===== config.mk =====
export PLATFORM = sky130hd
export DESIGN_NAME = regbank_alias
export DESIGN_NICKNAME = d
export VERILOG_FILES = /design/src/rtl/regbank_pkg.sv /design/src/rtl/regbank_decode.sv /design/src/rtl/regbank_bitop.sv /design/src/rtl/regbank_alias.sv
export SDC_FILE = /design/constraint.sdc
export NUM_CORES = 1
export LEC_CHECK = 0
export BUFFER_PORTS_ARGS = -buffer_cell sky130_fd_sc_hd__buf_4
export CORE_MARGIN = 1.5
export CORE_UTILIZATION = 43
export CTS_CLUSTER_SIZE = 28
export DETAILED_ROUTE_END_ITERATION = 16
export GPL_TIMING_DRIVEN = 1
export PLACE_DENSITY = 0.68
export SLEW_MARGIN = 30
export SYNTH_ARGS = -nofsm -noshare
export SYNTH_HDL_FRONTEND = slang
export SYNTH_HIERARCHICAL = 1
export SYNTH_SLANG_ARGS = --single-unit

===== constraint.sdc =====
create_clock -name clk -period 2.8 [get_ports clk]
set_clock_uncertainty 0.1 [all_clocks]
set_input_delay 0.28 -clock clk [delete_from_list [all_inputs] [get_ports clk]]
set_output_delay 0.28 -clock clk [all_outputs]
set_load 0.01 [all_outputs]

===== src/rtl/regbank_pkg.sv =====
package regbank_pkg;

    localparam int WIN_W = 2;

    // Window codes carried in the upper address bits
    typedef enum logic [WIN_W-1:0] {
        WIN_PLAIN  = 2'b00,
        WIN_TOGGLE = 2'b01,
        WIN_SET    = 2'b10,
        WIN_CLEAR  = 2'b11
    } win_e;

endpackage


===== src/rtl/regbank_decode.sv =====
module regbank_decode
    import regbank_pkg::*;
#(
    parameter int NUM_REGS = 8,
    parameter int WIN_LSB  = 12,
    parameter int IDX_LSB  = 2,
    localparam int IDX_W   = WIN_LSB - IDX_LSB
) (
    input  logic [WIN_LSB+WIN_W-1:IDX_LSB] addr_hi,
    output win_e                          win,
    output logic [IDX_W-1:0]              idx,
    output logic                          hit
);

    always_comb begin
        win = win_e'(addr_hi[WIN_LSB +: WIN_W]);
        idx = addr_hi[WIN_LSB-1:IDX_LSB];
        hit = (32'(idx) < 32'(NUM_REGS));
    end

endmodule


===== src/rtl/regbank_bitop.sv =====
module regbank_bitop
    import regbank_pkg::*;
#(
    parameter int DATA_W = 32
) (
    input  win_e              op,
    input  logic [DATA_W-1:0] cur,
    input  logic [DATA_W-1:0] mask,
    output logic [DATA_W-1:0] nxt
);

    always_comb begin
        unique case (op)
            WIN_PLAIN:  nxt = mask;
            WIN_TOGGLE: nxt = cur ^ mask;
            WIN_SET:    nxt = cur | mask;
            WIN_CLEAR:  nxt = cur & ~mask;
            default:    nxt = cur;
        endcase
    end

endmodule


===== src/rtl/regbank_alias.sv =====
module regbank_alias
    import regbank_pkg::*;
#(
    parameter int NUM_REGS = 8,
    parameter int DATA_W   = 32,
    parameter int IDX_LSB  = 2,
    parameter int WIN_LSB  = 12,
    localparam int ADDR_W  = WIN_LSB + WIN_W
) (
    input  logic                       clk,
    input  logic                       rst,
    input  logic                       req_valid,
    output logic                       req_ready,
    input  logic                       req_write,
    input  logic [ADDR_W-1:0]          req_addr,
    input  logic [DATA_W-1:0]          req_wdata,
    output logic                       rsp_valid,
    output logic [DATA_W-1:0]          rsp_rdata,
    output logic [NUM_REGS*DATA_W-1:0] regs_out
);

    localparam int IDX_W = WIN_LSB - IDX_LSB;
    localparam int SEL_W = (NUM_REGS > 1) ? $clog2(NUM_REGS) : 1;

    typedef logic [DATA_W-1:0] word_t;

    typedef struct packed {
        logic [NUM_REGS-1:0][DATA_W-1:0] regs;
        logic                            rsp_valid;
        word_t                           rsp_rdata;
    } state_t;

    state_t st_d, st_q;

    win_e             win;
    logic [IDX_W-1:0] idx;
    logic             hit;
    logic [SEL_W-1:0] sel;
    word_t            sel_val;
    word_t            upd_val;
    logic             accept;
    logic             unused_lsb;

    assign unused_lsb = ^req_addr[IDX_LSB-1:0];

    regbank_decode #(
        .NUM_REGS (NUM_REGS),
        .WIN_LSB  (WIN_LSB),
        .IDX_LSB  (IDX_LSB)
    ) u_decode (
        .addr_hi (req_addr[ADDR_W-1:IDX_LSB]),
        .win     (win),
        .idx     (idx),
        .hit     (hit)
    );

    assign sel     = idx[SEL_W-1:0];
    assign sel_val = hit ? st_q.regs[sel] : '0;

    regbank_bitop #(
        .DATA_W (DATA_W)
    ) u_bitop (
        .op   (win),
        .cur  (sel_val),
        .mask (req_wdata),
        .nxt  (upd_val)
    );

    assign req_ready = 1'b1;
    assign accept    = req_valid && req_ready;

    always_comb begin
        st_d           = st_q;
        st_d.rsp_valid = accept && !req_write;
        if (accept && !req_write) begin
            st_d.rsp_rdata = sel_val;
        end
        for (int k = 0; k < NUM_REGS; k++) begin
            if (accept && req_write && hit && (32'(sel) == 32'(k))) begin
                st_d.regs[k] = upd_val;
            end
        end
    end

    always_ff @(posedge clk) begin
        if (rst) begin
            st_q <= '0;
        end else begin
            st_q <= st_d;
        end
    end

    assign rsp_valid = st_q.rsp_valid;
    assign rsp_rdata = st_q.rsp_rdata;

    generate
        for (genvar g = 0; g < NUM_REGS; g++) begin : g_out
            assign regs_out[g*DATA_W +: DATA_W] = st_q.regs[g];
        end
    endgenerate

    // ---------------- assertions ----------------
    assert_plain_R1: assert property (@(posedge clk) disable iff (rst)
        (accept && req_write && hit && win == WIN_PLAIN)
        |=> st_q.regs[$past(sel)] == $past(req_wdata));

    assert_set_R2: assert property (@(posedge clk) disable iff (rst)
        (accept && req_write && hit && win == WIN_SET)
        |=> st_q.regs[$past(sel)] == ($past(sel_val) | $past(req_wdata)));

    assert_clear_R3: assert property (@(posedge clk) disable iff (rst)
        (accept && req_write && hit && win == WIN_CLEAR)
        |=> st_q.regs[$past(sel)] == ($past(sel_val) & ~$past(req_wdata)));

    assert_toggle_R4: assert property (@(posedge clk) disable iff (rst)
        (accept && req_write && hit && win == WIN_TOGGLE)
        |=> st_q.regs[$past(sel)] == ($past(sel_val) ^ $past(req_wdata)));

    assert_read_R5: assert property (@(posedge clk) disable iff (rst)
        (accept && !req_write)
        |=> (rsp_valid && $stable(regs_out) && rsp_rdata == $past(sel_val)));

    assert_keep_R6: assert property (@(posedge clk) disable iff (rst)
        (accept && req_write && hit && win != WIN_PLAIN)
        |=> ((st_q.regs[$past(sel)] ^ $past(sel_val)) & ~$past(req_wdata)) == '0);

    assert_miss_wr_R7: assert property (@(posedge clk) disable iff (rst)
        (accept && req_write && !hit) |=> $stable(regs_out));

    assert_miss_rd_R7: assert property (@(posedge clk) disable iff (rst)
        (accept && !req_write && !hit) |=> (rsp_valid && rsp_rdata == '0));

    assert_reset_R9: assert property (@(posedge clk)
        rst |=> (regs_out == '0 && !rsp_valid));

endmodule


==> summary.md <==
| Metric | Value |
|---|---|
| Avg WL per Cell | 22.3 um |
| Buffers on Ports | 336 |
| Initial Util | 43.8% |
| Synth Net Count | 1894 |
| Detailed Place HPWL | 38.4 mm |
| Largest net degree at the start of global routing | 97 |
| Initial drt markers | 1532 |
| Vias in the first global route | 14.6k |
| Mapped Cells | 1780 |
| MaxCap Viol Count | 0 |
| Crit path launch type | primary input |
| Core Box Area | 0.0346 mm^2 |
| Power Density | 473 mW/mm^2 |
| Chip width | 191 um |
| Final RePlAce weighted congestion | 0.871 |
| Clock root cell | clkbuf_16 |
| Data arrival, critical path | 2970 ps |
| Power, Total | 9380 uW |
| Die area | 0.0364 mm^2 |
| Fin. max-slew vios | 0 |
| P&R area growth vs syn | 30.9% |
| Mapped cell area | 0.0152 mm^2 |
| Peak supply drop | 0.324 mV |
| Sink Count | 289 |
| Worst-Skew Late Latency | 510 ps |
| Hold Vio Cnt, Final | 0 |
| CTS Buffer Depth | 3 |
| Status | complete, no violations |
| Post-route insts no fill | 2544 |
| Unrepaired setup endpoints after global routing | false |
| Final Cycle Share | 97.4% |
| Layout cells sized above 1 | 34.3% |
| # setup viols final | 0 |
| DP Cell Count | 2481 |
| Warning count from the yosys run | 6 |
| CTS buffer count | 34 |
| H-tree Lvls | 2 |
| DRC violations left | 0 |
| Critical Path End Type | register |
| CTS tree | done |
| Critical path type | primary input to register |
| Remaining Overflow, GRT | 0 |
| Post-layout util | 57.3% |
| I/O pin cnt | 340 |
| Via count | 15.4k |
| Minimum clock period | 2730 ps |
| Post-route worst setup slack | 73.2 ps |
| Final instance area | 0.0199 mm^2 |
| ANT nets after route | 0 |
| CP Data Required Time | 3050 ps |
| Antenna violations before repair | 1 |
| Total track usage | 30.1% |
| Achievable frequency | 367 MHz |
| Lkg Pwr | 0.00801 uW |
| Place WS | -475 ps |
| Vias per inst | 6.05 |
| Final Routed Wirelength | 56.7 mm |
| FP Rows | 68 |
| Worst-path clk slew | 60 ps |
| Drt first pass iters | 7 |
| First-pass GRT wire length | 86.0 mm |
| Die boundary height | 191 um |
| Slew margin rel. | 36.5% |
| Placement Cell Area | 0.0187 mm^2 |
| CP Max Fanout | 11 |
| Worst hold path class | primary input to register |
| N_diodes | 0 |
| Slew @ Worst Pin | 952 ps |
| # nets final | 2179 |
| Syn Area/Cell | 8.52 um^2 |
repair_timing:
action                                 4_1_cts  5_1_grt
setup buffers                                0        1
hold buffers                                 2        0
gates resized for setup                      0       13
endpoints found under the hold margin        1        0
setup endpoints to repair                    0       62
cell type report:
type | instances | area [um^2]
clock buffers | 53 | 1050
clock inverters | 7 | 37.5
fillers | 3056 | 14800
inverters | 130 | 488
multi-input cells | 1138 | 8010
flip-flops and latches | 289 | 5790
well taps | 455 | 569
repair buffers | 472 | 3910
registers in the layout (all words and copies together), names as in the netlist:
signal / count
regs_out: 256
rsp_rdata: 32
rsp_valid: 1
routing by layer:
metal	track usage, %	wire length [um]	vias to the layer above
met4	11.6	2160	2
met2	48.9	26900	847
met3	5.94	5790	129
met1	39.2	21900	7466
met5	0	12	-
li1	-	-	6952
metrics by stage:
stage               setup TNS [ps]  hold WS (ps)
finish                           0           205
global route                     0           233
CTS                              0           196
detailed placement          -93890           350
global placement            -79970           351
floorplan                   -11970           269
worst max-delay path: stages:
cell     delay [ps]
buf_4           110
or4_4           530
nor4_4          220
inv_2           170
buf_4           240
nor3_2          260
inv_1            90
ha_1            290
mux4_2          590
nand3_1         110
a21oi_1          60
layout by cell type (no fill, tap or decap), types with 32 or more instances in the layout:
| master | count |
|---|---|
| buf_4 | 439 |
| dfxtp_1 | 289 |
| nand3_1 | 256 |
| a21oi_1 | 256 |
| o21ai_0 | 251 |
| inv_1 | 129 |
| mux2_2 | 128 |
| o22ai_1 | 64 |
| ha_1 | 64 |
| clkbuf_16 | 37 |
| o32ai_1 | 32 |
report_power, final:
part	internal, uW	switching, uW
clock	2570	1750
combinational	343	608
sequential	4110	1.36
total	7020	2360
worst paths after layout:
kind	cells past startpoint	slack (ps)	to	start
worst max register to register	10	250	regs_out[93]$_SDFFE_PP0P_	regs_out[221]$_SDFFE_PP0P_
worst max-delay path	11	70	regs_out[123]$_SDFFE_PP0P_	req_addr[8]
worst min register to register	2	360	rsp_rdata[6]$_SDFFE_PP0P_	rsp_rdata[6]$_SDFFE_PP0P_
worst min-delay path	4	200	regs_out[34]$_SDFFE_PP0P_	req_addr[2]
(Power assumes the default switching activity.)
